===== src/rtl/sdram_burst_pkg.sv =====
package sdram_burst_pkg;

  typedef enum logic [2:0] {
    LEN_1    = 3'b000,
    LEN_2    = 3'b001,
    LEN_4    = 3'b010,
    LEN_8    = 3'b011,
    LEN_PAGE = 3'b111
  } len_code_e;

  typedef struct packed {
    logic [1:0] lg;    // log2 of finite length
    logic       full;  // full-page burst
    logic       ilv;   // interleaved order
  } burst_cfg_t;

  // low-bit block mask for a finite burst
  function automatic logic [2:0] blk_mask(input logic [1:0] lg);
    logic [2:0] m;
    m = 3'((4'd1 << lg) - 4'd1);
    return m;
  endfunction

endpackage


===== src/rtl/burst_len_decode.sv =====
module burst_len_decode
  import sdram_burst_pkg::*;
(
  input  logic [2:0] len_code_i,
  input  logic       interleave_i,
  input  logic       is_write_i,
  input  logic       single_write_i,
  output burst_cfg_t cfg_o
);

  always_comb begin
    cfg_o      = '0;
    cfg_o.ilv  = interleave_i;
    if (!(is_write_i && single_write_i)) begin
      unique case (len_code_i)
        LEN_1:    cfg_o.lg = 2'd0;
        LEN_2:    cfg_o.lg = 2'd1;
        LEN_4:    cfg_o.lg = 2'd2;
        LEN_8:    cfg_o.lg = 2'd3;
        LEN_PAGE: cfg_o.full = !interleave_i;
        default:  cfg_o.lg = 2'd0;
      endcase
    end
  end

endmodule


===== src/rtl/burst_beat_ctr.sv =====
module burst_beat_ctr
  import sdram_burst_pkg::*;
#(
  parameter int COL_W = 9
) (
  input  logic             clk_i,
  input  logic             rst_ni,
  input  logic             cke_i,
  input  logic             start_i,
  input  logic             stop_i,
  input  burst_cfg_t       cfg_i,
  output logic [COL_W-1:0] beat_o,
  output logic             valid_o,
  output logic             last_o
);

  logic [COL_W-1:0] beat_q;
  logic             act_q;
  logic [COL_W-1:0] end_beat;

  assign end_beat = COL_W'(blk_mask(cfg_i.lg));
  assign last_o   = act_q && !cfg_i.full && (beat_q == end_beat);
  assign valid_o  = act_q;
  assign beat_o   = beat_q;

  always_ff @(posedge clk_i or negedge rst_ni) begin
    if (!rst_ni) begin
      beat_q <= '0;
      act_q  <= 1'b0;
    end else if (cke_i) begin
      if (start_i) begin
        beat_q <= '0;
        act_q  <= 1'b1;
      end else if (act_q) begin
        if (stop_i || last_o) act_q <= 1'b0;
        else                  beat_q <= beat_q + 1'b1;  // full page wraps by width
      end
    end
  end

  a_r2_last_ends: assert property (@(posedge clk_i) disable iff (!rst_ni)
    cke_i && last_o && !start_i |=> !valid_o);
  a_r6_full_no_last: assert property (@(posedge clk_i) disable iff (!rst_ni)
    valid_o && cfg_i.full |-> !last_o);
  a_r8_start_loads: assert property (@(posedge clk_i) disable iff (!rst_ni)
    cke_i && start_i |=> valid_o && (beat_o == '0));
  a_r11_stop_ends: assert property (@(posedge clk_i) disable iff (!rst_ni)
    cke_i && stop_i && !start_i |=> !valid_o);

endmodule


===== src/rtl/burst_addr_map.sv =====
module burst_addr_map
  import sdram_burst_pkg::*;
#(
  parameter int COL_W = 9
) (
  input  logic [COL_W-1:0] base_i,
  input  logic [COL_W-1:0] beat_i,
  input  burst_cfg_t       cfg_i,
  output logic [COL_W-1:0] col_o
);

  logic [COL_W-1:0] mask;
  logic [COL_W-1:0] low;

  assign mask = cfg_i.full ? '1 : COL_W'(blk_mask(cfg_i.lg));
  assign low  = cfg_i.ilv ? (base_i ^ beat_i) : (base_i + beat_i);
  assign col_o = (base_i & ~mask) | (low & mask);

endmodule


===== src/rtl/sdram_burst_colgen.sv =====
module sdram_burst_colgen
  import sdram_burst_pkg::*;
#(
  parameter int COL_W = 9
) (
  input  logic             clk_i,
  input  logic             rst_ni,
  input  logic             cke_i,
  input  logic             start_i,
  input  logic             stop_i,
  input  logic             is_write_i,
  input  logic [COL_W-1:0] col_i,
  input  logic [2:0]       len_code_i,
  input  logic             interleave_i,
  input  logic             single_write_i,
  output logic [COL_W-1:0] col_o,
  output logic             valid_o,
  output logic             last_o
);

  localparam int HI_LSB = 3;  // first bit above the largest finite block

  burst_cfg_t       cfg_d, cfg_q;
  logic [COL_W-1:0] base_q;
  logic [COL_W-1:0] beat;

  burst_len_decode u_dec (
    .len_code_i     (len_code_i),
    .interleave_i   (interleave_i),
    .is_write_i     (is_write_i),
    .single_write_i (single_write_i),
    .cfg_o          (cfg_d)
  );

  always_ff @(posedge clk_i or negedge rst_ni) begin
    if (!rst_ni) begin
      base_q <= '0;
      cfg_q  <= '0;
    end else if (cke_i && start_i) begin
      base_q <= col_i;
      cfg_q  <= cfg_d;
    end
  end

  burst_beat_ctr #(.COL_W(COL_W)) u_ctr (
    .clk_i   (clk_i),
    .rst_ni  (rst_ni),
    .cke_i   (cke_i),
    .start_i (start_i),
    .stop_i  (stop_i),
    .cfg_i   (cfg_q),
    .beat_o  (beat),
    .valid_o (valid_o),
    .last_o  (last_o)
  );

  burst_addr_map #(.COL_W(COL_W)) u_map (
    .base_i (base_q),
    .beat_i (beat),
    .cfg_i  (cfg_q),
    .col_o  (col_o)
  );

  a_r9_freeze: assert property (@(posedge clk_i) disable iff (!rst_ni)
    !cke_i |=> $stable(col_o) && $stable(valid_o) && $stable(last_o));
  a_r5_upper_held: assert property (@(posedge clk_i) disable iff (!rst_ni)
    cke_i && valid_o && !start_i && !cfg_q.full |=> $stable(col_o[COL_W-1:HI_LSB]));
  a_r3_lsb_steps: assert property (@(posedge clk_i) disable iff (!rst_ni)
    cke_i && valid_o && !last_o && !start_i && !stop_i |=> col_o[0] != $past(col_o[0]));

endmodule


===== config.mk =====
export PLATFORM = sky130hd
export DESIGN_NAME = sdram_burst_colgen
export DESIGN_NICKNAME = d
export VERILOG_FILES = /design/src/rtl/sdram_burst_pkg.sv /design/src/rtl/burst_len_decode.sv /design/src/rtl/burst_beat_ctr.sv /design/src/rtl/burst_addr_map.sv /design/src/rtl/sdram_burst_colgen.sv
export SDC_FILE = /design/constraint.sdc
export NUM_CORES = 1
export LEC_CHECK = 0
export ABC_CLOCK_PERIOD_IN_PS = 3900
export BUFFER_PORTS_ARGS = -buffer_cell sky130_fd_sc_hd__buf_4
export CORE_ASPECT_RATIO = 1.75
export CORE_MARGIN = 2
export CORE_UTILIZATION = 39
export DETAILED_ROUTE_END_ITERATION = 8
export GPL_ROUTABILITY_DRIVEN = 0
export PLACE_DENSITY = 0.68
export REMOVE_ABC_BUFFERS = 1
export SLEW_MARGIN = 10
export SYNTH_ARGS = -nofsm -noshare
export SYNTH_HDL_FRONTEND = slang
export SYNTH_SLANG_ARGS = --single-unit

===== constraint.sdc =====
create_clock -name clk_i -period 3.9 [get_ports clk_i]
set_clock_uncertainty 0.05 [all_clocks]
set_input_delay 0.195 -clock clk_i [delete_from_list [all_inputs] [get_ports clk_i]]
set_output_delay 0.195 -clock clk_i [all_outputs]
set_load 0.05 [all_outputs]

=== Word level (Yosys, flattened, before mapping) ===
Index checks and enable logic that the tools add are counted.
Widths: inputs -> output; s select.

* Input bits: 20
* Bits in writable memories: 0
* Register bits after elaboration: 23
* Output and inout bits: 11
* Memories: 0
* ROM bits: 0
* Bits in latches: 0

* Multiply operators: 0
* Bitwise gates (word level): 5
* Divide/modulo/power cells: 0
* Shifts and indexed selects: 1
* $add $sub $neg: 3
* Eq/ne operators: 6
* Reduce and logical (&&, ||, !) cells: 9
* Multiplexer cells: 11
* $lt $le $gt $ge: 0

{| class="wikitable"
|+ Operators with widths
! operator !! count
|-
| $mux 9 || 5
|-
| $and 9x9->9 || 2
|-
| $add 9x1->9 const B || 1
|-
| $add 9x9->9 || 1
|-
| $eq 9x3->1 || 1
|-
| $not 9->9 || 1
|-
| $or 9x9->9 || 1
|-
| $xor 9x9->9 || 1
|-
| $eq 3x2->1 const B || 2
|-
| $pmux 2 s3 || 1
|-
| $logic_and 1x1->1 || 4
|-
| $mux 1 || 4
|-
| $eq 3x1->1 const B || 1
|-
| $eq 3x3->1 const B || 1
|-
| $mux 3 || 1
|-
| $reduce_and 3->1 || 1
|-
| $shl 1x2->3 const A || 1
|-
| $sub 3x1->3 const B || 1
|-
| $logic_not 1->1 || 2
|-
| $ne 2x2->1 const B || 1
|-
| $reduce_bool 2->1 || 1
|-
| $logic_or 1x1->1 || 1
|}

=== Longest topological paths before layout ===
Gate-level depths: netlist of the first run.

* Depth after elaboration: 8
* Gate-level depth with buffers: 7

=== Cells and area by module ===
Synthesis of the first run repeated with hierarchy kept, for this count alone.

* Cell total of the unflattened synthesis: 184
* Area total of the unflattened synthesis: 1829.3 um^2

{| class="wikitable"
|+ Modules (own cells, without submodules)
! module !! area each (um^2) !! seq. area each (um^2) !! cells an instance !! instances
|-
| burst_beat_ctr || 703.2 || 250.2 || 80 || 1
|-
| burst_addr_map || 556.8 || 0.0 || 70 || 1
|-
| sdram_burst_colgen || 526.8 || 325.3 || 28 || 1
|-
| burst_len_decode || 42.5 || 0.0 || 6 || 1
|}

=== Worst setup path after synthesis of the first run ===
OpenSTA, ideal clock, no wires.

* Path kind: reg-to-output
* Start point: register u_ctr.beat_q[0] (netlist: u_ctr.beat_o[0])
* End point: output col_o[8]
* Data arrival time: 2.707 ns
* Cell stages (with the launch flop): 8
* Slack: 0.948 ns
* Buffers on the path: 0
* Cell sequence: dfrtp_1 -> ha_1 -> fa_1 -> a211oi_1 -> nor3_1 -> a311o_1 -> mux2i_1 -> xor2_1

* Word-level cells in the longest chain between the ends: 4

{| class="wikitable"
|+ RTL lines
! item !! line !! source
|-
| from (decl) || burst_beat_ctr.sv:17 || <nowiki>logic [COL_W-1:0] beat_q;</nowiki>
|-
| from (signal assigned) || burst_beat_ctr.sv:36 || <nowiki>else beat_q <= beat_q + 1'b1;</nowiki>
|-
| $add 9x9->9 || burst_addr_map.sv:16 || <nowiki>assign low = cfg_i.ilv ? (base_i ^ beat_i) : (base_i + beat_i);</nowiki>
|-
| $mux 9 || burst_addr_map.sv:16 ||
|-
| $and 9x9->9 || burst_addr_map.sv:17 || <nowiki>assign col_o = (base_i & ~mask) | (low & mask);</nowiki>
|-
| $or 9x9->9 || burst_addr_map.sv:17 ||
|-
| to (decl) || sdram_burst_colgen.sv:16 || <nowiki>output logic [COL_W-1:0] col_o,</nowiki>
|}

Every way passes these cells.

=== Final worst setup path of the first run ===
Same ends and word-level chain as after synthesis.

==> results.txt, run 1 <==
Status: completed
Commonest cells after routing, fill and taps aside: 44 x nand2_1, 31 x buf_4, 23 x dfrtp_1
Max-slew violations: 0
EDFF count, synth: 0
Final wirelength: 4193 um
Layout cell share with drive strength beyond 1: 0.1826
Power Internal: 474.4 uW
Synth cell types: 49
Register area share after synthesis: 0.3397
Share of the synthesized area in the top cell type: 0.3397
Antenna diodes: 0
Area Growth Syn to Fin: 18.17%
Max_slew headroom: 0.3544
Top_reg_cell synth: dfrtp_1
Switching pwr: 354.8 uW
Count of final hold-check violations: 0
RSZ-0062 raised after global routing: no
1st-pass router iterations: 4
CP Launch Type: register
HPWL Detailed: 3071 um
Sequential Power Share: 0.378
Vias in the first global route: 1518
Starting DRT DRC Count: 41
Asr flop ratio synth: 1.000
Setup Viol. Count Final: 0
Initial Util: 0.4082
Arrival @ worst endpoint: 2.79 ns
Top post-synthesis cells by area: dfrtp_1 34%, nand2_1 9.7%, ha_1 6.6%, o21ai_0 3.0%, a21oi_1 2.7%
Wire length per cell: 15.03 um
Clk slew on worst S/H paths: 0.09 ns
Clk pwr share: 0.190
H-tree depth: 1
Port Buffers: 30
WS Path Type: register to output port
#FFs+latches synth: 23
Largest net degree at the start of global routing: 24
Tot Pwr: 829.1 uW
Cells after Synth: 203
Sw frac: 0.4279
Vias per Instance: 5.606
Clock Latency Late Sink: 0.27 ns
Via count: 1564
Site Rows: 31
Root Driver: clkbuf_8
Pleak: 0.0009553 uW
Clk buf depth: 2
CTS Buf Count: 3
Tcrit/Tclk final: 0.7770
Io pins: 31
Worst hold slack: 0.05485 ns
DRC errors left: 0
Hold/Removal Path Class: primary input to register
Max Cap Viol: 0
Initial antenna violation count: 0
Cell taking the most area after synthesis: dfrtp_1
Gr usage total: 0.1871
Min Clock Period, post-route: 3.030 ns
Wire length of the first global-routing pass: 6851 um
Crit path capture type: output port
IR drop worst, VDD: 0.0002889 V
Die ar.: 4908 um2
CP Data Required Time: 3.65 ns
Least-Margin Pin Slew: 0.9679 ns
Cell area after synthesis: 1694 um2
Placed Area: 1947 um2
Final Util: 0.4824
R2R setup slack: 1.99 ns
Yosys warning count: 0
CP Max Fanout: 9
Post-route ant nets: 0
Global route total overflow: 0
Final nets: 261
Finished Cell Area: 2002 um2
Die X: 53.82 um
Post-CTS setup buffers: 0
Die H: 91.19 um
Core Region: 4150 um2
Commonest non-fill, non-tap cell in the layout: nand2_1
Pwr/cell area: 414.2 nW/um2
TritonCTS clock tree: done
Clock Sinks: 23
Fmax: 0.3300 GHz
Fin Setup TNS: 0 ns
Comb pwr share: 0.433
Syn Area/Cell: 8.345 um2
==> kinds of logic (layout without fill, tap and decap cells) <==
group | after synthesis | count (layout) | share of synthesized area
and+or+nand+nor | 95 | 95 | 0.2725
AOI/OAI and AO/OA | 54 | 54 | 0.2312
DFF | 23 | 23 | 0.3397
buffers and inverters | 13 | 40 | 0.03323
adders and majority gates | 10 | 10 | 0.07829
xor gates and xnor gates | 4 | 4 | 0.02068
muxes | 4 | 4 | 0.02437
==> routing by layer <==
| layer | wire, um | GRT usage |
|---|---|---|
| met5 | 0 | 0 |
| met4 | 80 | 0.07692 |
| met3 | 77 | 0.01480 |
| met2 | 2330 | 0.3333 |
| met1 | 1705 | 0.2156 |
==> cells in the mapped netlist, drive strengths merged (4+ instances only) <==
| cell | number |
|---|---|
| o21ai | 10 |
| nand2 | 44 |
| a31oi | 5 |
| nand2b | 5 |
| ha | 9 |
| clkbuf | 7 |
| dfrtp | 23 |
| nand3 | 7 |
| a21oi | 9 |
| inv | 4 |
| nor2 | 12 |
| nor3 | 5 |
==> power by group through the flow <==
stage          registers (uW)  logic (uW)  clock network [uW]
2_1_floorplan             312         253                   0
3_3_place_gp              315         355                   0
3_5_place_dp              318         358                   0
4_1_cts                   313         361                 160
5_1_grt                   319         396                 166
6_report                  313         359                 157
==> flip-flops by register name (all words and copies together) (netlist names) <==
name           cells
base_q             9
cfg_q              4
u_ctr.beat_o       9
u_ctr.valid_o      1
==> worst paths after layout <==
kind,startpoint,end,depth (start not counted)
worst max-delay path,u_ctr.beat_o[0],col_o[8],8
worst min-delay path,col_i[7],base_q[7],3
worst max register to register,cfg_q[1],u_ctr.beat_o[0],6
worst min register to register,base_q[8],base_q[8],2
max in group asynchronous,rst_ni,base_q[3],2
min in group asynchronous,rst_ni,u_ctr.valid_o,2
==> critical path, stage by stage, from the launching register on <==
cell	delay, ns
dfrtp_1	0.48
ha_1	0.27
fa_1	0.41
a211oi_1	0.32
nor3_1	0.10
a311o_1	0.33
mux2i_1	0.21
xor2_1	0.17
buf_4	0.22
==> what timing repair did <==
item                                   4_1_cts  5_1_grt
hold buffers                                 1        0
endpoints found under the hold margin       23        0
resized for setup                            0        0
==> cell type report <==
type | instances | area, um2
clock buffer | 4 | 45.04
tap | 49 | 61.31
multi-input combinational | 167 | 1062
inverter | 4 | 15.01
timing repair buffer | 32 | 242.7
fill | 413 | 2148
sequential | 23 | 575.6
==> per-stage QoR <==
stage          instances  worst slack [ns]
2_1_floorplan        194            0.9480
3_3_place_gp         274             1.185
3_5_place_dp         274             1.152
4_1_cts              279            0.8398
5_1_grt              279            0.6985
6_report             279            0.8698
Note: power is estimated with default switching activity, not from simulation.
==> run 2, diff against run 1 <==
--- a/config.mk
+++ b/config.mk
@@ -5,14 +5,15 @@
 export SDC_FILE = /design/constraint.sdc
 export NUM_CORES = 1
 export LEC_CHECK = 0
-export ABC_CLOCK_PERIOD_IN_PS = 3900
+export ABC_AREA = 1
+export ABC_CLOCK_PERIOD_IN_PS = 2500
 export BUFFER_PORTS_ARGS = -buffer_cell sky130_fd_sc_hd__buf_4
 export CORE_ASPECT_RATIO = 1.75
 export CORE_MARGIN = 2
 export CORE_UTILIZATION = 39
 export DETAILED_ROUTE_END_ITERATION = 8
 export GPL_ROUTABILITY_DRIVEN = 0
-export PLACE_DENSITY = 0.68
+export PLACE_DENSITY = 0.7
 export REMOVE_ABC_BUFFERS = 1
 export SLEW_MARGIN = 10
 export SYNTH_ARGS = -nofsm -noshare
==> constraint.sdc (replaced) <==
create_clock -name clk_i -period 2.5 [get_ports clk_i]
set_clock_uncertainty 0.05 [all_clocks]
set_input_delay 0.125 -clock clk_i [delete_from_list [all_inputs] [get_ports clk_i]]
set_output_delay 0.125 -clock clk_i [all_outputs]
set_load 0.05 [all_outputs]
==> run 2 against run 1 <==
Against the previous run:
- the flow now finishes with violations (hold timing)
- register-to-register slack got worse by 1.3 ns
- critical path type unchanged
- global-route usage rose by 1.1 points
- largest cell class unchanged
- cell count rose by 23%
- design area rose by 5.9%
- clock power rose by 52%
- wire length rose by 6.6%
- power rose by 44%
- sequential power rose by 48%
- via count rose by 12%
- die area rose by 3.8%
- synthesized cell count rose by 28%
==> results.txt, run 2 <==
Die ar.: 5095 um2 (+3.8%)
HPWL Detailed: 3311 um (+7.8%)
Layout cell share with drive strength beyond 1: 0.1541 (-0.02850)
Register area share after synthesis: 0.3265 (-0.01326)
WS Path Type: register to output port
Commonest cells after routing, fill and taps aside: 99 x nand2_1, 30 x buf_4, 24 x nor2_1
#FFs+latches synth: 23 (unchanged)
Commonest non-fill, non-tap cell in the layout: nand2_1
Final wirelength: 4470 um (+6.6%)
H-tree depth: 1 (unchanged)
Fmax: 0.4245 GHz
TritonCTS clock tree: done
Asr flop ratio synth: 1.000 (unchanged)
Cells after Synth: 259 (+28%)
Clk slew on worst S/H paths: 0.08 ns (about the same)
Synth cell types: 30 (-39%)
Final Util: 0.4860 (+0.003588)
Hold/Removal Path Class: primary input to register
1st-pass router iterations: 4 (unchanged)
Inst Count DP: 333 (+22%)
Post-CTS setup buffers: 0 (unchanged)
Arrival @ worst endpoint: 2.18 ns (-0.61 ns)
Initial Util: 0.4040 (-0.004244)
Final nets: 323 (+24%)
Clock Sinks: 23 (unchanged)
CP Launch Type: register
Vias per Instance: 5.105 (-8.9%)
Die H: 92.94 um (+1.9%)
Initial antenna violation count: 0 (unchanged)
Crit path cell chain: ha_1 > fa_1 > nand3_1 > nand3_1 > nand2_1 > nand3_1 > nand2_1 > nand2_1 > nand2_1 > nand2_1 > nand2_1 > buf_4
Gr usage total: 0.1985 (+0.01137)
Post-route ant nets: 0 (unchanged)
Top post-synthesis cells by area: dfrtp_1 33%, nand2_1 21%, ha_1 6.4%, nand3_1 5.1%, nor2_1 5.1%
Io pins: 31 (unchanged)
# fillers: 459 (+11%)
Clk buf depth: 2 (unchanged)
Setup Viol. Count Final: 0 (unchanged)
CP Max Fanout: 7 (-2)
Max Cap Viol: 0 (unchanged)
Status: complete, but fails checks
Post-cts resize count: 0 (unchanged)
Root Driver: clkbuf_8
Tot Pwr: 1191 uW (+44%)
Clock Latency Late Sink: 0.27 ns (about the same)
Pleak: 0.001112 uW (+16%)
EDFF count, synth: 0 (unchanged)
Cell taking the most area after synthesis: dfrtp_1
Site Rows: 32 (+3.2%)
Area Growth Syn to Fin: 20.30%
Wire length of the first global-routing pass: 7424 um (+8.4%)
Cts hold-fix bufs: 6 (+5)
Global route total overflow: 0 (unchanged)
Die X: 54.83 um (+1.9%)
Core Region: 4364 um2 (+5.2%)
Min Clock Period, post-route: 2.356 ns
Antenna diodes: 0 (unchanged)
Syn Area/Cell: 6.807 um2 (-18%)
IR drop worst, VDD: 0.0002673 V (-7.5%)
Bufs and invs on worst path: 1 (unchanged)
Cell repeated most along the worst path: nand2_1
DRC errors left: 0 (unchanged)
Pwr/cell area: 561.5 nW/um2 (+36%)
Starting DRT DRC Count: 37 (-9.8%)
Worst hold slack: -0.001743 ns (-0.05660 ns)
Tcrit/Tclk final: 0.9423
CTS Buf Count: 3 (unchanged)
Cell area after synthesis: 1763 um2 (+4.1%)
Count leader, synth: nand2_1
CP Data Required Time: 2.33 ns (-1.32 ns)
Worst path max stage delay: 0.46 ns (-0.02 ns)
RSZ-0062 raised after global routing: no
Largest net degree at the start of global routing: 24 (unchanged)
Yosys warning count: 0 (unchanged)
Slowest-stage cell, CP: dfrtp_1
Port Buffers: 30 (unchanged)
Failing checks: hold timing
Max-slew violations: 0 (unchanged)
Count of final hold-check violations: 1 (+1)
Least-Margin Pin Slew: 0.5366 ns (-0.4312 ns)
Fin Setup TNS: 0 ns (unchanged)
Commonest cells in the netlist: 99 x nand2_1, 24 x nor2_1, 23 x dfrtp_1
Largest delay share family, worst path: adder cells
Via count: 1751 (+12%)
Crit path capture type: output port
Wire length per cell: 13.03 um (-13%)
Max_slew headroom: 0.6410 (+0.2866)
Vias in the first global route: 1657 (+9.2%)
Share of the synthesized area in the top cell type: 0.3265 (-0.01326)
Top_reg_cell synth: dfrtp_1
Fin cells: 343 (+23%)
[run 2: cell types whose count changed after synthesis, moves of 5 or more]
cell	previous run	this run
inv_1	4	22
nand2_1	44	99
nand2b_1	5	0
nand3_1	7	18
nand3_2	0	7
nor2_1	12	24
o21ai_0	10	3
o21ai_1	0	5
xor2_1	1	9
[run 2: stage by stage]
step | cell area (um2) | setup slack, ns
detailed placement | 2016 | 0.4541
CTS | 2121 | 0.1461
finish | 2121 | 0.1442
global route | 2121 | 0.007703
floorplan | 1727 | -0.02655
global placement | 2016 | 0.4650
[run 2: power by group]
| group | leakage (uW) | internal, uW | total, uW | switching [uW] |
|---|---|---|---|---|
| logic | 0.000792 | 171 | 489 | 318 |
| clock network | 0.0000228 | 114 | 238 | 124 |
| registers | 0.000298 | 410 | 464 | 54.2 |
[run 2: final timing paths]
kind | start | to | slack, ns | cells after the start
hold / removal | len_code_i[2] | cfg_q[3] | -0.002 | 2
min in group asynchronous | rst_ni | cfg_q[3] | 0.24 | 2
setup / recovery | u_ctr.beat_o[0] | col_o[8] | 0.14 | 12
max in group asynchronous | rst_ni | u_ctr.beat_o[0] | 1.92 | 2
setup reg to reg | u_ctr.beat_o[1] | u_ctr.beat_o[0] | 0.71 | 8
hold reg to reg | base_q[7] | base_q[7] | 0.48 | 2
[run 2: cell families after synthesis]
group                      share of synthesized area
xor gates and xnor gates                     0.05465
AOI/OAI and AO/OA                            0.07169
DFF                                           0.3265
and+or+nand+nor                               0.4003
adders and majority gates                    0.07523
buffers and inverters                        0.07168
[run 2: area by class of cell]
cell class                 instances  area [um2]  area share
timing repair buffer              36       285.3      0.1345
multi-input combinational        205        1061      0.5003
tap                               51       63.81     0.03009
clock buffer                       4       45.04     0.02124
inverter                          24       90.09     0.04248
sequential                        23       575.6      0.2714
[run 2: per-layer routing]
metal | global-route usage | share of wire | up-vias
li1 | - | - | 893
met3 | 0.01613 | 0.019 | 5
met1 | 0.2219 | 0.41 | 829
met5 | 0 | 0 | -
met2 | 0.3661 | 0.56 | 24
met4 | 0.06667 | 0.015 | 0
